[src/rtl/ocp_pkg.sv]
package ocp_pkg;

  typedef enum logic [1:0] {
    OCM_LATCH  = 2'b00,
    OCM_RETRY  = 2'b01,
    OCM_REPORT = 2'b10,
    OCM_IGNORE = 2'b11
  } oc_mode_e;

  localparam int unsigned NUM_VDS = 6;
  localparam int unsigned NUM_SEN = 3;
  localparam int unsigned NUM_OC  = NUM_VDS + NUM_SEN;
  localparam int unsigned STAT_W  = 11;

  // deglitch window in clocks: 2, 4, 6 or 8 microseconds
  function automatic int unsigned deg_cycles(input logic [1:0] code,
                                             input int unsigned cyc_per_us);
    return (32'(code) + 32'd1) * 32'd2 * cyc_per_us;
  endfunction

  // retry wait in clocks
  function automatic int unsigned retry_cycles(input logic short_sel,
                                               input int unsigned cyc_per_us,
                                               input int unsigned long_us,
                                               input int unsigned short_us);
    return (short_sel ? short_us : long_us) * cyc_per_us;
  endfunction

endpackage

[src/rtl/ocp_deglitch.sv]
module ocp_deglitch #(
  parameter int unsigned CW = 8
) (
  input  logic          clk,
  input  logic          rst_n,
  input  logic          raw,
  input  logic [CW-1:0] thr,
  output logic          qual
);

  logic [CW-1:0] cnt;

  always_ff @(posedge clk or negedge rst_n) begin
    if (!rst_n)         cnt <= '0;
    else if (!raw)      cnt <= '0;
    else if (cnt < thr) cnt <= cnt + 1'b1;
  end

  assign qual = raw && (cnt >= thr);

  AST_QUAL_NEEDS_HISTORY: assert property (@(posedge clk) disable iff (!rst_n)
    (qual && thr != '0) |-> $past(raw));

endmodule

[src/rtl/ocp_retry_timer.sv]
module ocp_retry_timer #(
  parameter int unsigned RW = 16
) (
  input  logic          clk,
  input  logic          rst_n,
  input  logic          en,
  input  logic          start,
  input  logic          abort,
  input  logic [RW-1:0] limit,
  output logic          busy,
  output logic          done
);

  logic [RW-1:0] cnt;

  assign done = busy && (cnt == limit - 1'b1);

  always_ff @(posedge clk or negedge rst_n) begin
    if (!rst_n) begin
      busy <= 1'b0;
      cnt  <= '0;
    end else if (!en) begin
      busy <= 1'b0;
      cnt  <= '0;
    end else if (!busy) begin
      if (start) begin
        busy <= 1'b1;
        cnt  <= '0;
      end
    end else if (abort || done) begin
      busy <= 1'b0;
      cnt  <= '0;
    end else begin
      cnt <= cnt + 1'b1;
    end
  end

  AST_RETRY_WITHIN_LIMIT: assert property (@(posedge clk) disable iff (!rst_n)
    busy |-> (cnt < limit));
  AST_RETRY_HOLDS: assert property (@(posedge clk) disable iff (!rst_n)
    (busy && en && !abort && !done) |=> busy);

endmodule

[src/rtl/ocp_stat_latch.sv]
module ocp_stat_latch #(
  parameter int unsigned W = 1
) (
  input  logic         clk,
  input  logic         rst_n,
  input  logic [W-1:0] set,
  input  logic         clr,
  output logic [W-1:0] q
);

  always_ff @(posedge clk or negedge rst_n) begin
    if (!rst_n)   q <= '0;
    else if (clr) q <= '0;
    else          q <= q | set;
  end

  AST_CLEAR_WINS: assert property (@(posedge clk) disable iff (!rst_n)
    clr |=> (q == '0));
  AST_BITS_STICKY: assert property (@(posedge clk) disable iff (!rst_n)
    !clr |=> ((q & $past(q)) == $past(q)));

endmodule

[src/rtl/ocp_fault_mgr.sv]
module ocp_fault_mgr
  import ocp_pkg::*;
#(
  parameter int unsigned CYC_PER_US     = 100,
  parameter int unsigned RETRY_LONG_US  = 4000,
  parameter int unsigned RETRY_SHORT_US = 50
) (
  input  logic        clk,
  input  logic        rst_n,
  input  logic [5:0]  vds_oc_i,
  input  logic [2:0]  sen_oc_i,
  input  logic [5:0]  vgs_flt_i,
  input  logic        uvlo_i,
  input  logic        cpuv_i,
  input  logic        otsd_i,
  input  logic        otw_i,
  input  logic        pwm_evt_i,
  input  logic        clr_flt_i,
  input  logic [1:0]  ocp_mode_i,
  input  logic        retry_short_i,
  input  logic [1:0]  deg_sel_i,
  input  logic        cbc_en_i,
  input  logic        otw_rep_i,
  input  logic        gdf_dis_i,
  input  logic        cpuv_dis_i,
  input  logic        sen_dis_i,
  output logic [10:0] stat1_o,
  output logic [10:0] stat2_o,
  output logic        fault_n_o,
  output logic        drv_dis_o
);

  localparam int unsigned DEG_MAX = 8 * CYC_PER_US;
  localparam int unsigned DW      = $clog2(DEG_MAX + 1);
  localparam int unsigned RMAX    = ((RETRY_LONG_US > RETRY_SHORT_US) ?
                                     RETRY_LONG_US : RETRY_SHORT_US) * CYC_PER_US;
  localparam int unsigned RW      = $clog2(RMAX + 1);

  oc_mode_e mode;
  logic m_latch, m_retry, m_report, m_ignore;
  assign mode     = oc_mode_e'(ocp_mode_i);
  assign m_latch  = (mode == OCM_LATCH);
  assign m_retry  = (mode == OCM_RETRY);
  assign m_report = (mode == OCM_REPORT);
  assign m_ignore = (mode == OCM_IGNORE);

  logic [DW-1:0] deg_thr;
  logic [RW-1:0] retry_lim;
  assign deg_thr   = DW'(deg_cycles(deg_sel_i, CYC_PER_US));
  assign retry_lim = RW'(retry_cycles(retry_short_i, CYC_PER_US,
                                      RETRY_LONG_US, RETRY_SHORT_US));

  // overcurrent channels: [5:0] drain-source, [8:6] sense A,B,C
  logic [NUM_OC-1:0] oc_raw, oc_qual, oc_set, oc_lat;
  assign oc_raw = {sen_oc_i & {NUM_SEN{~sen_dis_i}}, vds_oc_i};

  for (genvar g = 0; g < NUM_OC; g++) begin : g_dg
    ocp_deglitch #(.CW(DW)) u_dg (
      .clk  (clk),
      .rst_n(rst_n),
      .raw  (oc_raw[g]),
      .thr  (deg_thr),
      .qual (oc_qual[g])
    );
  end

  // named internal events
  logic rt_busy, rt_done, pwm_clear, oc_clr, rt_start, oc_gate;
  assign pwm_clear = m_retry && cbc_en_i && pwm_evt_i;
  assign oc_clr    = clr_flt_i || m_ignore || (m_retry && (rt_done || pwm_clear));
  assign oc_gate   = !m_ignore && !(m_retry && rt_busy);
  assign oc_set    = oc_qual & {NUM_OC{oc_gate}};
  assign rt_start  = m_retry && (|oc_set) && !oc_clr;

  ocp_retry_timer #(.RW(RW)) u_rt (
    .clk  (clk),
    .rst_n(rst_n),
    .en   (m_retry),
    .start(rt_start),
    .abort(clr_flt_i || pwm_clear),
    .limit(retry_lim),
    .busy (rt_busy),
    .done (rt_done)
  );

  ocp_stat_latch #(.W(NUM_OC)) u_oc_lat (
    .clk  (clk),
    .rst_n(rst_n),
    .set  (oc_set),
    .clr  (oc_clr),
    .q    (oc_lat)
  );

  logic [5:0] vgs_lat;
  ocp_stat_latch #(.W(6)) u_vgs_lat (
    .clk  (clk),
    .rst_n(rst_n),
    .set  (vgs_flt_i & {6{~gdf_dis_i}}),
    .clr  (clr_flt_i),
    .q    (vgs_lat)
  );

  // misc: [3] undervoltage, [2] shutdown, [1] charge pump, [0] warning
  logic [3:0] misc_lat;
  ocp_stat_latch #(.W(4)) u_misc_lat (
    .clk  (clk),
    .rst_n(rst_n),
    .set  ({uvlo_i, otsd_i, cpuv_i & ~cpuv_dis_i, otw_i}),
    .clr  (clr_flt_i),
    .q    (misc_lat)
  );

  logic fault_any;
  assign fault_any = (|oc_lat) || (|vgs_lat) || (|misc_lat[3:1])
                     || (misc_lat[0] && otw_rep_i);

  assign stat1_o   = {fault_any, |oc_lat[5:0], |vgs_lat, misc_lat[3], misc_lat[2],
                      oc_lat[5:0]};
  assign stat2_o   = {oc_lat[8:6], misc_lat[0], misc_lat[1], vgs_lat};
  assign fault_n_o = ~fault_any;
  assign drv_dis_o = (m_latch || m_retry) && ((|oc_lat) || rt_busy);

  AST_REPORT_NO_DISABLE: assert property (@(posedge clk) disable iff (!rst_n)
    m_report |-> !drv_dis_o);
  AST_IGNORE_EMPTY: assert property (@(posedge clk) disable iff (!rst_n)
    m_ignore |=> (oc_lat == '0));
  AST_OC_PULLS_PIN: assert property (@(posedge clk) disable iff (!rst_n)
    (|oc_lat) |-> !fault_n_o);
  AST_CBC_CLEARS: assert property (@(posedge clk) disable iff (!rst_n)
    pwm_clear |=> (oc_lat == '0));
  AST_WARN_MASKED: assert property (@(posedge clk) disable iff (!rst_n)
    (!otw_rep_i && oc_lat == '0 && vgs_lat == '0 && misc_lat[3:1] == '0)
      |-> fault_n_o);

endmodule

[config.mk]
export PLATFORM = sky130hd
export DESIGN_NAME = ocp_fault_mgr
export DESIGN_NICKNAME = d
export VERILOG_FILES = /design/src/rtl/ocp_pkg.sv /design/src/rtl/ocp_deglitch.sv /design/src/rtl/ocp_retry_timer.sv /design/src/rtl/ocp_stat_latch.sv /design/src/rtl/ocp_fault_mgr.sv
export SDC_FILE = /design/constraint.sdc
export NUM_CORES = 1
export LEC_CHECK = 0
export CAP_MARGIN = 25
export CORE_ASPECT_RATIO = 0.75
export CORE_UTILIZATION = 30
export DETAILED_ROUTE_END_ITERATION = 12
export GPL_ROUTABILITY_DRIVEN = 0
export SYNTH_ARGS = -nofsm -noshare
export SYNTH_HDL_FRONTEND = slang
export SYNTH_HIERARCHICAL = 1
export SYNTH_SLANG_ARGS = --single-unit
[constraint.sdc]
create_clock -name clk -period 3.1 [get_ports clk]
set_input_delay 0.62 -clock clk [delete_from_list [all_inputs] [get_ports clk]]
set_output_delay 0.62 -clock clk [all_outputs]
set_load 0.01 [all_outputs]
==> results.toml <==
[min_path]
hold_class = "input port to async pin"

[grt]
grt.total_usage_pct = 16.1
grt-ovfl-total = 0
grt_max_degree = 55
antenna_found_initial = 0
grt_pass1_wl_mm = 42.8
grt_pass1_vias = 8541

[floorplan]
fp-row-count = 56
dieHeight_um = 157
die_w_um = 209
dieArea_um2 = 32900
core-area_um2 = 31500
start_util_pct = 30.7
io_pins = 57

[yosys]
syn-cell-area_um2 = 9650
syn_area_per_cell_um2 = 8.71
synth.ff_latch_count = 129
yosysSeqAreaShare_pct = 33.5
synth_cells = 1108
synth_adder_area_share_pct = 13.5
synth-simple-area-share_pct = 22.0
synth_compound_area_share_pct = 19.8
synth_edf_count = 0
synth_top_family_by_area = "simple AND/OR/NAND/NOR gates"
synth_top_cell_by_area = "dfrtp_1"
synth_ff_type = "dfrtp_1"
synth_xor_xnor_area_share_pct = 3.27
ys.warnings.count = 6
yosysTopAreaCellShare_pct = 33.5
async_reset_ff_share_pct = 100
yosysUniqueCellTypes = 58
synthMuxAreaShare_pct = 1.36
synth_area_leaders = "dfrtp_1, ha_1, a21oi_1, inv_1, or4_1"

[sta]
setup_viol = 20
fmax_mhz = 296
drv_slew = 0
fin_ws_ns = -0.275
tightest_slew_ns = 0.522
fin_crit_sh_pct = 109
relSlewSlack_pct = 65.2
hold_viol_final = 0
finalClockSkew_ns = 0.00975
grt_setup_unrepaired = "yes"
finalCriticalPeriod_ns = 3.38

[power_and_ir_drop]
p_total_mw = 4.44
vdd_ir_drop_max_mv = 0.259
p_leak_nw = 5.59
powerDensity_nw_per_um2 = 351

[status]
status = "finished, violations left"
violations = "setup timing"

[cells_and_area]
final_util_pct = 40.2
syn_to_final_growth_pct = 31.0
n_fill_cell = 3146
fin_nets = 1467
drive_gt1_share_pct = 15.0
antenna-diode-count = 0

[critical_path]
timing.critical_path.mode_cell = "ha_4"
cp_num_buf_inv = 5
cp_data_required_time_ns = 3.48
slowest_stage = "nor4_4"
path_max_fanout = 8
end_kind = "flop"
cp.depth = 18
ff2ff_path_depth = 12
critPathLaunch = "deg_sel_i[0]"
r2r-end = "u_rt/cnt[18]$_DFFE_PN0P_"
rrSetupSlack_ns = 0.22
crit_chain = "buf_8 > clkinvlp_4 > ha_4 > xnor2_4 > buf_6 > inv_4 > ha_4 > a211oi_2 > nor2_1 > a2111o_1 > a31oi_1 > nor2_2 > nor4_4 > a31oi_4 > nor3b_2 > buf_4 > a21o_1 > a22o_1"
start_kind = "input port"
cp.arrival_ns = 3.75
cpPeakStageDelay_ns = 0.38
worstReg2RegStart = "g_dg[8].u_dg/cnt[7]$_DFFE_PN0P_"
critPathTopFamily = "compound AO/OA/AOI/OAI gates"
worstSetupPathType = "input port to flop"

[flow_run]
maxCapViolCount = 0

[clocking]
cts_max_path_buffers = 2
h-tree-depth = 4
path_clk_slew_ns = 0.06
clk_latency_ns = 0.44
cts_tree = "yes"
cts_buffers = 17
clock-sinks = 129
root_buffer = "clkbuf_16"

[drt]
avgViaCountPerCell = 5.05
vias = 8830
route.detailed.drc = 0
drt_wl_total_mm = 25.2
first_pass_iters = 5
wl_per_cell_um = 14.4
drtIter0Drc = 474
drtAntennaViolNets = 0

[placement]
io_buffers = 56
dp_hpwl_mm = 18.7
==> per-stage QoR <==
stage | std cells | instance area [um^2] | setup TNS [ns] | setup WS, ns | hold WS, ns
floorplan | 1192 | 10300 | -19.18 | -0.910 | 0.324
global placement | 1705 | 11800 | -86.39 | -1.47 | 0.498
detailed placement | 1705 | 11800 | -94.33 | -1.50 | 0.505
CTS | 1749 | 12600 | -2.95 | -0.224 | 0.135
global route | 1749 | 12600 | -7.17 | -0.406 | 0.157
finish | 1749 | 12600 | -4.44 | -0.275 | 0.122
==> flip-flops by register name (all words and copies together), names as in the netlist <==
signal	cells
u_misc_lat/q	4
u_oc_lat/q	9
g_dg.u_dg/cnt	90
u_rt/busy	1
u_rt/cnt	19
u_vgs_lat/q	6
==> logic make-up (layout without fill, tap and decap cells) <==
kind of cell    Yosys count  in the layout
buf+inv                 158            309
simple gates            369            369
fa+ha+maj               104            104
other cells               2             86
xor+xnor                 36             36
mux                      13             13
flops                   129            129
compound gates          297            297
==> layer usage <==
layer / vias to the layer above / global-route usage (%) / share of wire [%]
li1: 4454 / - / -
met3: 17 / 3.45 / 3.3
met2: 119 / 26.0 / 46
met4: 0 / 3.78 / 0.88
met1: 4240 / 22.0 / 50
met5: - / 0 / 0
==> power by group <==
part | internal, mW | leakage, nW | switching (mW)
sequential | 1.72 | 1.77 | 0.0357
combinational | 0.322 | 3.54 | 0.369
clock | 1.16 | 0.279 | 0.835
total | 3.20 | 5.59 | 1.24
==> how the worst max path moves through the flow <==
stage                                     endpoint  slack (ns)
after global routing      u_rt/cnt[18]$_DFFE_PN0P_       -0.41
after CTS                  u_rt/cnt[2]$_DFFE_PN0P_       -0.22
after floorplan            u_rt/cnt[5]$_DFFE_PN0P_       -0.91
after detailed placement   u_rt/cnt[9]$_DFFE_PN0P_       -1.50
after global placement    u_rt/cnt[10]$_DFFE_PN0P_       -1.47
final                     u_rt/cnt[18]$_DFFE_PN0P_       -0.28
==> cells in the mapped netlist, drive strengths merged, types with 24 or more instances <==
master  number
ha         104
nand2       44
o21ai       57
inv        131
nand3       43
nor2        61
xnor2       24
or3         34
dfrtp      129
a21oi      104
o31ai       45
or4         49
nand4       41
==> area by class of cell <==
class                           count  area [um^2]  area share, %
Inverter                          131          498           3.94
Multi-Input combinational cell    905         6520           51.5
Sequential cell                   129         3230           25.5
Clock buffer                       20          457           3.61
Timing Repair Buffer              146         1310           10.4
Tap cell                          406          508           4.02
Clock inverter                     12          124          0.980
==> cells in the final DEF, fill, tap and decap left out, types with 8 or more instances in the layout <==
cell type,netlist,layout
ha_1,104,87
mux2i_1,12,12
buf_4,1,79
a31oi_1,20,17
nand2b_1,12,12
xnor2_1,24,22
o21ai_0,45,37
nand3_1,43,43
o31ai_1,45,45
nand2_1,44,44
a21oi_1,104,99
and4_1,9,9
nor2b_1,15,15
a211oi_1,19,10
a211oi_2,1,10
and3_1,10,10
and2_1,9,9
xor2_1,12,12
buf_6,2,8
clkdlybuf4s50_1,0,52
a2111o_1,9,9
conb_1,2,86
or3_1,34,34
o21ai_1,12,20
inv_1,131,126
clkbuf_16,0,17
nor2_1,61,56
ha_4,0,17
or2_2,11,10
o21ba_1,19,19
dfrtp_1,129,129
nand4_1,41,41
or4_1,49,48
==> what timing repair did <==
item / CTS / global route
pin swaps: 46 / 4
setup buffers: 12 / 2
setup endpoints to repair: 109 / 27
hold buffers: 0 / 0
resized for setup: 50 / 7
Note: power is estimated with default switching activity, not from simulation.
